<file path="config.mk">
export PLATFORM = sky130hd
export DESIGN_NAME = burst_colseq
export DESIGN_NICKNAME = d
export VERILOG_FILES = /design/src/rtl/burst_seq_pkg.sv /design/src/rtl/burst_modereg.sv /design/src/rtl/burst_rdq.sv /design/src/rtl/burst_engine.sv /design/src/rtl/burst_colseq.sv
export SDC_FILE = /design/constraint.sdc
export NUM_CORES = 1
export LEC_CHECK = 0
export BUFFER_PORTS_ARGS = -buffer_cell sky130_fd_sc_hd__buf_2
export CORE_AREA = 5 5 97 99
export DETAILED_ROUTE_END_ITERATION = 8
export DIE_AREA = 0 0 102 104
export PLACE_DENSITY = 0.8
export REMOVE_ABC_BUFFERS = 1
export SKIP_CTS_REPAIR_TIMING = 1
export SLEW_MARGIN = 5
export SYNTH_ARGS = -nofsm -noshare
export SYNTH_HDL_FRONTEND = slang
export SYNTH_SLANG_ARGS = --single-unit
export TNS_END_PERCENT = 10
</file>
<file path="constraint.sdc">
create_clock -name clk -period 3.4 [get_ports clk]
set_input_delay 0.51 -clock clk [delete_from_list [all_inputs] [get_ports clk]]
set_output_delay 0.51 -clock clk [all_outputs]
set_load 0.01 [all_outputs]
</file>
<file path="src/rtl/burst_seq_pkg.sv">
package burst_seq_pkg;

  typedef enum logic [1:0] {
    OPM_NORMAL  = 2'd0,
    OPM_DLL_RST = 2'd1,
    OPM_BAD     = 2'd2
  } opmode_e;

  // low column bits of beat idx; lg = log2(burst length), 1..3
  function automatic logic [2:0] beat_offset(input logic [2:0] start_lo,
                                             input logic [2:0] idx,
                                             input logic [1:0] lg,
                                             input logic       ilv);
    logic [2:0] mask;
    mask = 3'((4'd1 << lg) - 4'd1);
    if (ilv) beat_offset = (start_lo ^ idx) & mask;
    else     beat_offset = (start_lo + idx) & mask;
  endfunction

endpackage

</file>
<file path="src/rtl/burst_modereg.sv">
module burst_modereg
  import burst_seq_pkg::*;
#(
  parameter int ADDR_W = 14
) (
  input  logic              clk,
  input  logic              rst_n,
  input  logic              load_en,
  input  logic [1:0]        bank,
  input  logic [ADDR_W-1:0] word,
  output logic [1:0]        lg,
  output logic              ilv,
  output logic [1:0]        cas,
  output opmode_e           mode,
  output logic              bad
);
  localparam int MODE_W = ADDR_W - 7;

  logic [ADDR_W-1:0] mr_q;
  logic [MODE_W-1:0] mode_f;
  logic              bl_ok, cl_ok;

  always_ff @(posedge clk) begin
    if (!rst_n)                           mr_q <= '0;
    else if (load_en && bank == 2'b00)    mr_q <= word;
  end

  assign mode_f = mr_q[ADDR_W-1:7];
  assign ilv    = mr_q[3];

  always_comb begin
    bl_ok = 1'b1;
    case (mr_q[2:0])
      3'b001:  lg = 2'd1;
      3'b010:  lg = 2'd2;
      3'b011:  lg = 2'd3;
      default: begin lg = 2'd0; bl_ok = 1'b0; end
    endcase
    cl_ok = 1'b1;
    case (mr_q[6:4])
      3'b010:  cas = 2'd2;
      3'b011:  cas = 2'd3;
      default: begin cas = 2'd0; cl_ok = 1'b0; end
    endcase
    if (mode_f == '0)                  mode = OPM_NORMAL;
    else if (mode_f == MODE_W'(2))     mode = OPM_DLL_RST;
    else                               mode = OPM_BAD;
    bad = !bl_ok || !cl_ok || (mode == OPM_BAD);
  end

endmodule

</file>
<file path="src/rtl/burst_rdq.sv">
module burst_rdq #(
  parameter int COL_W = 10,
  parameter int DEPTH = 4
) (
  input  logic             clk,
  input  logic             rst_n,
  input  logic             push,
  input  logic [COL_W-1:0] push_col,
  input  logic [1:0]       push_lg,
  input  logic             push_ilv,
  input  logic [1:0]       push_wait,
  input  logic             pop,
  output logic             full,
  output logic             head_due,
  output logic [COL_W-1:0] head_col,
  output logic [1:0]       head_lg,
  output logic             head_ilv
);
  localparam int PW = $clog2(DEPTH);

  logic [PW-1:0]    wptr_q, rptr_q;
  logic [PW:0]      cnt_q;
  logic [COL_W-1:0] col_v  [DEPTH];
  logic [1:0]       lg_v   [DEPTH];
  logic             ilv_v  [DEPTH];
  logic [1:0]       wait_v [DEPTH];

  for (genvar g = 0; g < DEPTH; g++) begin : g_slot
    logic [COL_W-1:0] col_r;
    logic [1:0]       lg_r;
    logic             ilv_r;
    logic [1:0]       wait_r;
    logic             wr;
    assign wr = push && (wptr_q == PW'(g));

    always_ff @(posedge clk) begin
      if (!rst_n)              wait_r <= 2'd0;
      else if (wr)             wait_r <= push_wait;
      else if (wait_r != 2'd0) wait_r <= wait_r - 2'd1;
    end

    always_ff @(posedge clk) begin
      if (wr) begin
        col_r <= push_col;
        lg_r  <= push_lg;
        ilv_r <= push_ilv;
      end
    end

    assign col_v[g]  = col_r;
    assign lg_v[g]   = lg_r;
    assign ilv_v[g]  = ilv_r;
    assign wait_v[g] = wait_r;
  end

  always_ff @(posedge clk) begin
    if (!rst_n) begin
      wptr_q <= '0;
      rptr_q <= '0;
      cnt_q  <= '0;
    end else begin
      if (push) wptr_q <= wptr_q + 1'b1;
      if (pop)  rptr_q <= rptr_q + 1'b1;
      cnt_q <= cnt_q + (PW+1)'(push) - (PW+1)'(pop);
    end
  end

  assign full     = (cnt_q == (PW+1)'(DEPTH));
  assign head_due = (cnt_q != '0) && (wait_v[rptr_q] == 2'd0);
  assign head_col = col_v[rptr_q];
  assign head_lg  = lg_v[rptr_q];
  assign head_ilv = ilv_v[rptr_q];

endmodule

</file>
<file path="src/rtl/burst_engine.sv">
module burst_engine
  import burst_seq_pkg::*;
#(
  parameter int COL_W = 10
) (
  input  logic             clk,
  input  logic             rst_n,
  input  logic             load,
  input  logic [COL_W-1:0] ld_col,
  input  logic [1:0]       ld_lg,
  input  logic             ld_ilv,
  output logic             can_load,
  output logic             dv,
  output logic [COL_W-1:0] col0,
  output logic [COL_W-1:0] col1
);
  logic             active_q, ilv_q;
  logic [1:0]       k_q, lg_q, last_k;
  logic [COL_W-1:0] start_q, base;
  logic [2:0]       mask;
  logic             at_last;

  always_comb begin
    case (lg_q)
      2'd1:    last_k = 2'd0;
      2'd2:    last_k = 2'd1;
      default: last_k = 2'd3;
    endcase
  end

  assign at_last  = active_q && (k_q == last_k);
  assign can_load = !active_q || at_last;

  always_ff @(posedge clk) begin
    if (!rst_n) begin
      active_q <= 1'b0;
      k_q      <= 2'd0;
      lg_q     <= 2'd1;
      ilv_q    <= 1'b0;
      start_q  <= '0;
    end else if (load) begin
      active_q <= 1'b1;
      k_q      <= 2'd0;
      lg_q     <= ld_lg;
      ilv_q    <= ld_ilv;
      start_q  <= ld_col;
    end else if (at_last) begin
      active_q <= 1'b0;
    end else if (active_q) begin
      k_q <= k_q + 2'd1;
    end
  end

  assign mask = 3'((4'd1 << lg_q) - 4'd1);
  assign base = {start_q[COL_W-1:3], start_q[2:0] & ~mask};
  assign dv   = active_q;
  assign col0 = base | COL_W'(beat_offset(start_q[2:0], {k_q, 1'b0}, lg_q, ilv_q));
  assign col1 = base | COL_W'(beat_offset(start_q[2:0], {k_q, 1'b1}, lg_q, ilv_q));

endmodule

</file>
<file path="src/rtl/burst_colseq.sv">
module burst_colseq
  import burst_seq_pkg::*;
#(
  parameter int ADDR_W = 14,
  parameter int COL_W  = 10,
  parameter int DEPTH  = 4
) (
  input  logic              clk,
  input  logic              rst_n,
  input  logic              lmr_en,
  input  logic [1:0]        lmr_bank,
  input  logic [ADDR_W-1:0] lmr_addr,
  input  logic              rd_valid,
  output logic              rd_ready,
  input  logic [COL_W-1:0]  rd_col,
  output logic              rd_err,
  output logic              dv,
  output logic [COL_W-1:0]  dv_col0,
  output logic [COL_W-1:0]  dv_col1,
  output logic [3:0]        cfg_burst_len,
  output logic              cfg_interleave,
  output logic [1:0]        cfg_cas_lat,
  output logic              cfg_dll_reset,
  output logic              cfg_reserved
);
  logic [1:0]       m_lg, m_cas;
  logic             m_ilv, m_bad;
  opmode_e          m_mode;
  logic             q_full, q_due, q_ilv, eng_free;
  logic [COL_W-1:0] q_col;
  logic [1:0]       q_lg;
  logic             accept, push, pop, err_q;

  burst_modereg #(.ADDR_W(ADDR_W)) u_mr (
    .clk(clk), .rst_n(rst_n), .load_en(lmr_en), .bank(lmr_bank), .word(lmr_addr),
    .lg(m_lg), .ilv(m_ilv), .cas(m_cas), .mode(m_mode), .bad(m_bad)
  );

  assign rd_ready = !q_full;
  assign accept   = rd_valid && rd_ready;
  assign push     = accept && !m_bad;
  assign pop      = q_due && eng_free;

  burst_rdq #(.COL_W(COL_W), .DEPTH(DEPTH)) u_q (
    .clk(clk), .rst_n(rst_n), .push(push), .push_col(rd_col), .push_lg(m_lg),
    .push_ilv(m_ilv), .push_wait(m_cas - 2'd1), .pop(pop), .full(q_full),
    .head_due(q_due), .head_col(q_col), .head_lg(q_lg), .head_ilv(q_ilv)
  );

  burst_engine #(.COL_W(COL_W)) u_eng (
    .clk(clk), .rst_n(rst_n), .load(pop), .ld_col(q_col), .ld_lg(q_lg),
    .ld_ilv(q_ilv), .can_load(eng_free), .dv(dv), .col0(dv_col0), .col1(dv_col1)
  );

  always_ff @(posedge clk) begin
    if (!rst_n) err_q <= 1'b0;
    else        err_q <= accept && m_bad;
  end

  assign rd_err         = err_q;
  assign cfg_burst_len  = (m_lg == 2'd0) ? 4'd0 : 4'(4'd1 << m_lg);
  assign cfg_interleave = m_ilv;
  assign cfg_cas_lat    = m_cas;
  assign cfg_dll_reset  = (m_mode == OPM_DLL_RST);
  assign cfg_reserved   = m_bad;

endmodule

</file>
==> results of run 1 <==
==> routing by layer <==
metal	up-vias	GRT usage	wire length [µm]	part of all wire
met3	10	0.0255	323	0.040
met5	-	0	0	0
met1	1317	0.216	3520	0.44
met2	64	0.266	4020	0.50
li1	1407	-	-	-
met4	0	0.0647	142	0.018
==> where the power goes <==
part           switching, W  total [W]  internal, W
registers          0.000106    0.00148      0.00138
logic              0.000612    0.00117     0.000560
clock network      0.000405   0.000827     0.000422
==> synth_stat cells, types with 3 or more instances <==
cell type	number
sky130_fd_sc_hd__a211oi_1	3
sky130_fd_sc_hd__a21oi_1	25
sky130_fd_sc_hd__and2_1	4
sky130_fd_sc_hd__buf_2	4
sky130_fd_sc_hd__buf_4	16
sky130_fd_sc_hd__clkbuf_1	8
sky130_fd_sc_hd__dfxtp_1	46
sky130_fd_sc_hd__edfxtp_1	52
sky130_fd_sc_hd__ha_1	14
sky130_fd_sc_hd__inv_1	22
sky130_fd_sc_hd__mux2i_1	15
sky130_fd_sc_hd__mux4_2	14
sky130_fd_sc_hd__nand2_1	67
sky130_fd_sc_hd__nand2b_1	5
sky130_fd_sc_hd__nand3_1	4
sky130_fd_sc_hd__nand4_1	9
sky130_fd_sc_hd__nor2_1	14
sky130_fd_sc_hd__nor2b_1	7
sky130_fd_sc_hd__o21ai_0	12
sky130_fd_sc_hd__or3_1	3
sky130_fd_sc_hd__xnor2_1	11
sky130_fd_sc_hd__xor2_1	3
==> how the worst max path moves through the flow <==
stage | startpoint | endpoint | slack [ns] | cells past startpoint
floorplan | u_q.rptr_q[0]$_SDFFE_PN0P_ | u_q.cnt_q[2]$_SDFF_PN0_ | 0.33 | 9
global placement | u_eng.lg_q[0]$_SDFFE_PN1P_ | u_q.cnt_q[1]$_SDFF_PN0_ | 0.96 | 11
detailed placement | u_eng.lg_q[0]$_SDFFE_PN1P_ | u_q.cnt_q[1]$_SDFF_PN0_ | 0.83 | 11
CTS | u_eng.lg_q[0]$_SDFFE_PN1P_ | u_q.cnt_q[1]$_SDFF_PN0_ | 0.82 | 11
global route | u_eng.lg_q[0]$_SDFFE_PN1P_ | u_q.cnt_q[2]$_SDFF_PN0_ | 0.63 | 12
finish | u_eng.lg_q[0]$_SDFFE_PN1P_ | u_q.cnt_q[1]$_SDFF_PN0_ | 0.79 | 11
==> state kept, by name (all words and copies together) (netlist names) <==
register           flops
u_eng.dv               1
rd_err                 1
u_q.g_slot.col_r      40
u_q.g_slot.ilv_r       4
u_q.cnt_q              3
u_mr.mr_q             14
u_eng.k_q              2
u_q.g_slot.wait_r      8
u_eng.start_q         10
u_q.g_slot.lg_r        8
u_q.rptr_q             2
u_eng.lg_q             2
u_eng.ilv_q            1
u_q.wptr_q             2
==> worst max-delay path, stage by stage, from the launching register on <==
cell,delay (ns)
sky130_fd_sc_hd__dfxtp_1,0.37
sky130_fd_sc_hd__inv_1,0.08
sky130_fd_sc_hd__ha_1,0.32
sky130_fd_sc_hd__xnor2_1,0.14
sky130_fd_sc_hd__o21ai_2,0.28
sky130_fd_sc_hd__nand3_2,0.13
sky130_fd_sc_hd__inv_1,0.17
sky130_fd_sc_hd__ha_1,0.25
sky130_fd_sc_hd__inv_1,0.06
sky130_fd_sc_hd__ha_1,0.16
sky130_fd_sc_hd__fa_1,0.40
sky130_fd_sc_hd__and2_1,0.16
==> cell type report <==
type                    instances  area (µm²)  share of cell area
flip-flops and latches         98        2480               0.500
repair buffers                 66         345              0.0696
well taps                     108         135              0.0272
clock buffers                   9         124              0.0249
inverters                      23        86.3              0.0174
multi-input cells             231        1690               0.341
clock inverters                 7         100              0.0202
==> logic make-up (layout without fill, tap and decap cells) <==
family / after synthesis / after routing
buffers and inverters: 56 / 105
adder cells (fa/ha/maj): 16 / 16
AND/OR/NAND/NOR: 125 / 125
AO/OA/AOI/OAI: 44 / 44
flip-flops: 98 / 98
XOR/XNOR: 14 / 14
multiplexers: 31 / 31
other: 1 / 1
==> metrics by stage <==
stage                      util  setup WS [ns]  power [W]  hold WS (ns)
after floorplan               -          0.328    0.00233         0.432
after CTS                 0.586          0.824    0.00351         0.353
after global routing      0.586          0.627    0.00372         0.350
after detailed placement  0.560          0.834    0.00270         0.443
final                     0.586          0.793    0.00348         0.370
after global placement    0.560          0.963    0.00265         0.439
==> out/results.txt, run 1 <==
crit path time final: 2.61 ns
std cell rows: 34
maximum clock frequency: 384 MHz
wire length per cell after detailed routing: 14.8 µm
insertion delay to the later sink of the worst-skew pair: 0.35 ns
critical path fanouts, max: 6
remaining antenna violation count: 0
MaxCap Viol Count: 0
slew at the pin closest to its max-slew limit: 0.732 ns
CTS clk-pin slew, worst paths: 0.10 ns
dominant combinational cell family by area after synthesis: simple AND/OR/NAND/NOR gates
register-to-register setup slack: 0.79 ns
leading area contributor after synthesis: sky130_fd_sc_hd__edfxtp_1
area fraction in compound gates after synthesis: 0.0541
Residual DRC: 0
final max-slew violation count: 0
overall overflow remaining after global route: 0
Via density: 5.16
DR vias: 2,798
largest cells by area after synthesis: sky130_fd_sc_hd__edfxtp_1 35%, sky130_fd_sc_hd__dfxtp_1 21%, sky130_fd_sc_hd__mux4_2 7.1%, sky130_fd_sc_hd__nand2_1 5.6%, sky130_fd_sc_hd__ha_1 3.9%
commonest cells after routing, fill and taps aside: 67 x sky130_fd_sc_hd__nand2_1, 60 x sky130_fd_sc_hd__buf_2, 52 x sky130_fd_sc_hd__edfxtp_1
placeable core region: 0.00847 mm²
Crit path required time: 3.66 ns
Layout fillers: 657
dpl hpwl: 5700 µm
number of instances in the placed design: 526
sink of the worst hold path: u_q.g_slot[3].col_r[8]$_DFFE_PP_
Worst Skew: 0.00747 ns
Syn-to-layout area delta: 11.2%
Starting DRT DRC Count: 90
sequential cell area fraction in the yosys report: 0.556
share of cell area taken by muxes after synthesis: 0.109
clock net sink count: 98
final hold vios: 0
Post-synth EDFFs: 52
Synth Area in Adders: 0.0482
via count of the first global-routing pass: 2,832
number of buffers added by the clock tree synthesis step: 9
tightest slew margin relative to the limit: 0.512
number of levels in the clock H-tree: 3
Cell Count, Final, Fillers Out: 542
number of standard cells after synthesis: 385
capturing element type of the critical path: flip-flop
largest net degree at the start of global routing: 35
CTS tree: done
type of the setup path with the least slack: flip-flop to flip-flop
Distinct cells, synth: 44
length in cells of the worst reg-to-reg path: 11
PwrDens: 701 mW/mm²
hold path cells: 1
deepest clock path buffer count: 2
final non-filler cell area: 0.00496 mm²
die width: 102 µm
Final Routed Wirelength: 8000 µm
leakage power: 1.93 nW
Die H: 104 µm
class of the tightest hold or removal check: primary input to flip-flop
ys async rst share: 0
netlist area before placement: 0.00447 mm²
share of the synthesized netlist area taken by xor and xnor gates: 0.0275
synthesized area per cell: 11.6 µm²
number of antenna repair diodes: 0
Simple-Gate Fraction of Synth Area: 0.139
crit share post-route: 0.767
global-route wire length before repair: 13,700 µm
status: complete, no violations
# setup viols final: 0
endpoint arrival time on the critical path: 2.86 ns
most common cell after layout, fill and taps aside: sky130_fd_sc_hd__nand2_1
Root Buffer Master: sky130_fd_sc_hd__clkbuf_8
yosys synthesis warning count: 0
unrepaired setup endpoints after global routing: no
Setup TNS Final: 0 ns
hold path startpoint: rd_col[8]
fraction of layout instances using a drive strength above 1: 0.242
top-level port count: 62
weighted congestion reported at the end of routability-driven placement: 0.826
peak supply drop: 0.307 mV
area share of the largest cell type after synthesis: 0.350
Worst setup SP type: flip-flop
post-layout net count: 475
reg-to-reg critical path endpoint: u_q.cnt_q[1]$_SDFF_PN0_
initial core utilization: 0.527
die area: 0.0106 mm²
number of antenna violations at the first check in global routing: 0
Initial DRT Pass Iterations: 4
synthesis-stage register bit count: 98
Placed Area: 0.00474 mm²
worst reg2reg path startpoint: u_eng.lg_q[0]$_SDFFE_PN1P_
ys flop type: sky130_fd_sc_hd__edfxtp_1
total global-route track usage: 0.163
count of input and output buffers: 60
Power figures use the tool's default switching activity.
==> run 2: changes to the inputs <==
- ABC_AREA: unset -> 1
- CORE_AREA: 5 5 97 99 -> 5 5 100 102
- DIE_AREA: 0 0 102 104 -> 0 0 105 107
- PLACE_DENSITY: 0.8 -> 0.79
- clock period: 3.4 -> 2.2 ns (I/O delays scaled with it)
==> out/results.txt, run 2 <==
number of antenna repair diodes: 0
die width: 105 µm
wire length per cell after detailed routing: 12.9 µm
maximum clock frequency: 455 MHz
Crit path required time: 2.51 ns
max reg flops: 40
placeable core region: 0.00902 mm²
Initial DRT Pass Iterations: 4
std cell rows: 35
post-layout utilization of the core: 0.570
Distinct cells, synth: 32
crit path time final: 2.20 ns
largest net degree at the start of global routing: 29
leading area contributor after synthesis: sky130_fd_sc_hd__edfxtp_1
# setup viols final: 0
hold slack final: 0.183 ns
Setup TNS Final: 0 ns
biggest registers after layout: u_q.g_slot.col_r (40), u_mr.mr_q (14), u_eng.start_q (10)
area share of the largest cell type after synthesis: 0.346
Root Buffer Master: sky130_fd_sc_hd__clkbuf_8
remaining antenna violation count: 0
netlist area before placement: 0.00451 mm²
top-level port count: 62
synthesized area per cell: 8.96 µm²
CTS tree: done
Syn-to-layout area delta: 14.1%
crit share post-route: 0.999
critical path fanouts, max: 2
synthesis-stage register bit count: 98
unrepaired setup endpoints after global routing: yes
Cell Count, Final, Fillers Out: 678
post-layout net count: 608
most used standard cells in the synthesized netlist: 102 x sky130_fd_sc_hd__nor2_1, 75 x sky130_fd_sc_hd__nand2_1, 52 x sky130_fd_sc_hd__edfxtp_1
CTS clk-pin slew, worst paths: 0.09 ns
endpoint arrival time on the critical path: 2.51 ns
Final Routed Wirelength: 8750 µm
insertion delay to the later sink of the worst-skew pair: 0.36 ns
largest cells by area after synthesis: sky130_fd_sc_hd__edfxtp_1 35%, sky130_fd_sc_hd__dfxtp_1 20%, sky130_fd_sc_hd__nor2_1 8.5%, sky130_fd_sc_hd__nand2_1 6.2%, sky130_fd_sc_hd__o21ai_0 4.8%
Worst Skew: 0.0148 ns
number of standard cells after synthesis: 503
initial core utilization: 0.500
ys flop type: sky130_fd_sc_hd__edfxtp_1
hold path cells: 1
Via density: 4.93
commonest cells after routing, fill and taps aside: 102 x sky130_fd_sc_hd__nor2_1, 74 x sky130_fd_sc_hd__nand2_1, 60 x sky130_fd_sc_hd__buf_2
status: complete, no violations
dpl hpwl: 6230 µm
number of antenna violations at the first check in global routing: 0
yosys synthesis warning count: 0
Layout fillers: 822
ys async rst share: 0
overall overflow remaining after global route: 0
final non-filler cell area: 0.00514 mm²
Die H: 107 µm
number of instances in the placed design: 661
MaxCap Viol Count: 0
weighted congestion reported at the end of routability-driven placement: 0.795
Residual DRC: 0
peak supply drop: 0.525 mV
most frequent cell after synthesis: sky130_fd_sc_hd__nor2_1
type of the setup path with the least slack: flip-flop to flip-flop
number of buffers added by the clock tree synthesis step: 9
total global-route track usage: 0.161
DR vias: 3,344
leakage power: 2.20 nW
final max-slew violation count: 0
fraction of layout instances using a drive strength above 1: 0.222
PwrDens: 1140 mW/mm²
Placed Area: 0.00490 mm²
via count of the first global-routing pass: 3,248
capturing element type of the critical path: flip-flop
count of input and output buffers: 60
die area: 0.0112 mm²
sequential cell area fraction in the yosys report: 0.551
Worst setup SP type: flip-flop
Post-synth EDFFs: 52
most common cell after layout, fill and taps aside: sky130_fd_sc_hd__nor2_1
global-route wire length before repair: 14,600 µm
number of levels in the clock H-tree: 3
final hold vios: 0
class of the tightest hold or removal check: primary input to flip-flop
length in cells of the worst reg-to-reg path: 15
deepest clock path buffer count: 2
Starting DRT DRC Count: 136
most flop-heavy register: u_q.g_slot.col_r
clock net sink count: 98
## run 2: cell types whose count changed after synthesis, sizes merged, moves of 11 or more
| cell | before | now |
|---|---|---|
| nor2 | 14 | 104 |
| mux4 | 14 | 0 |
| o21ai | 13 | 53 |
| a21oi | 26 | 13 |
| inv | 23 | 58 |
| mux2i | 15 | 0 |
| nand2 | 67 | 78 |
| o22ai | 0 | 13 |
## run 2: area by class of cell
| class | count | area [µm²] | area share |
|---|---|---|---|
| Clock inverter | 6 | 48.8 | 0.00949 |
| Sequential cell | 98 | 2490 | 0.483 |
| Tap cell | 111 | 139 | 0.0270 |
| Timing Repair Buffer | 79 | 459 | 0.0893 |
| Inverter | 59 | 221 | 0.0431 |
| Clock buffer | 10 | 128 | 0.0248 |
| Multi-Input combinational cell | 315 | 1660 | 0.323 |
## run 2: logic make-up (layout without fill, tap and decap cells)
logic type,Yosys count,in the layout,share of synthesized area
DFF,98,98,0.551
and+or+nand+nor,205,205,0.187
buffers and inverters,90,154,0.0930
other,1,1,0.000832
AOI/OAI and AO/OA,81,81,0.0972
xor gates and xnor gates,12,12,0.0233
adders and majority gates,16,16,0.0478
## run 2: path summary, 6_finish.rpt
kind	startpoint	endpoint	slack [ns]
worst max-delay path	u_eng.lg_q[0]$_SDFFE_PN1P_	u_q.cnt_q[1]$_SDFF_PN0_	0.003
worst max register to register	u_eng.lg_q[0]$_SDFFE_PN1P_	u_q.cnt_q[1]$_SDFF_PN0_	0.003
worst min register to register	u_mr.mr_q[10]$_SDFFE_PN0P_	u_mr.mr_q[10]$_SDFFE_PN0P_	0.46
worst min-delay path	rd_col[3]	u_q.g_slot[2].col_r[3]$_DFFE_PP_	0.18
## run 2: critical path, cell delays in order, from the launching register on
cell and delay [ns]:
sky130_fd_sc_hd__dfxtp_2 0.36, sky130_fd_sc_hd__inv_2 0.06, sky130_fd_sc_hd__ha_4 0.27, sky130_fd_sc_hd__inv_2 0.03, sky130_fd_sc_hd__nand2_1 0.04, sky130_fd_sc_hd__nand2_1 0.05
sky130_fd_sc_hd__nand2_2 0.07, sky130_fd_sc_hd__nand2_2 0.07, sky130_fd_sc_hd__nand2_4 0.10, sky130_fd_sc_hd__nor2_8 0.05, sky130_fd_sc_hd__ha_4 0.25, sky130_fd_sc_hd__inv_2 0.04
sky130_fd_sc_hd__ha_4 0.14, sky130_fd_sc_hd__fa_2 0.51, sky130_fd_sc_hd__nand2_1 0.05, sky130_fd_sc_hd__inv_1 0.06
## run 2: stage by stage
stage	power, W	setup WS, ns
5_1_grt	0.00638	-0.0797
4_1_cts	0.00576	-0.125
2_1_floorplan	0.00394	-0.513
3_3_place_gp	0.00460	-0.0353
6_report	0.00586	0.00296
3_5_place_dp	0.00470	-0.110
## run 2: per-layer routing
metal | GRT usage | wire length (µm) | up-vias
met5 | 0 | 0 | -
met3 | 0.0439 | 487 | 8
met1 | 0.191 | 3840 | 1523
met2 | 0.277 | 4300 | 83
li1 | - | - | 1730
met4 | 0.0639 | 119 | 0
## run 2: power breakdown
group	internal (W)	total, W	switching, W
Sequential	0.00213	0.00229	0.000152
Combinational	0.00104	0.00252	0.00148
Clock	0.000425	0.00105	0.000624
Total	0.00360	0.00586	0.00226
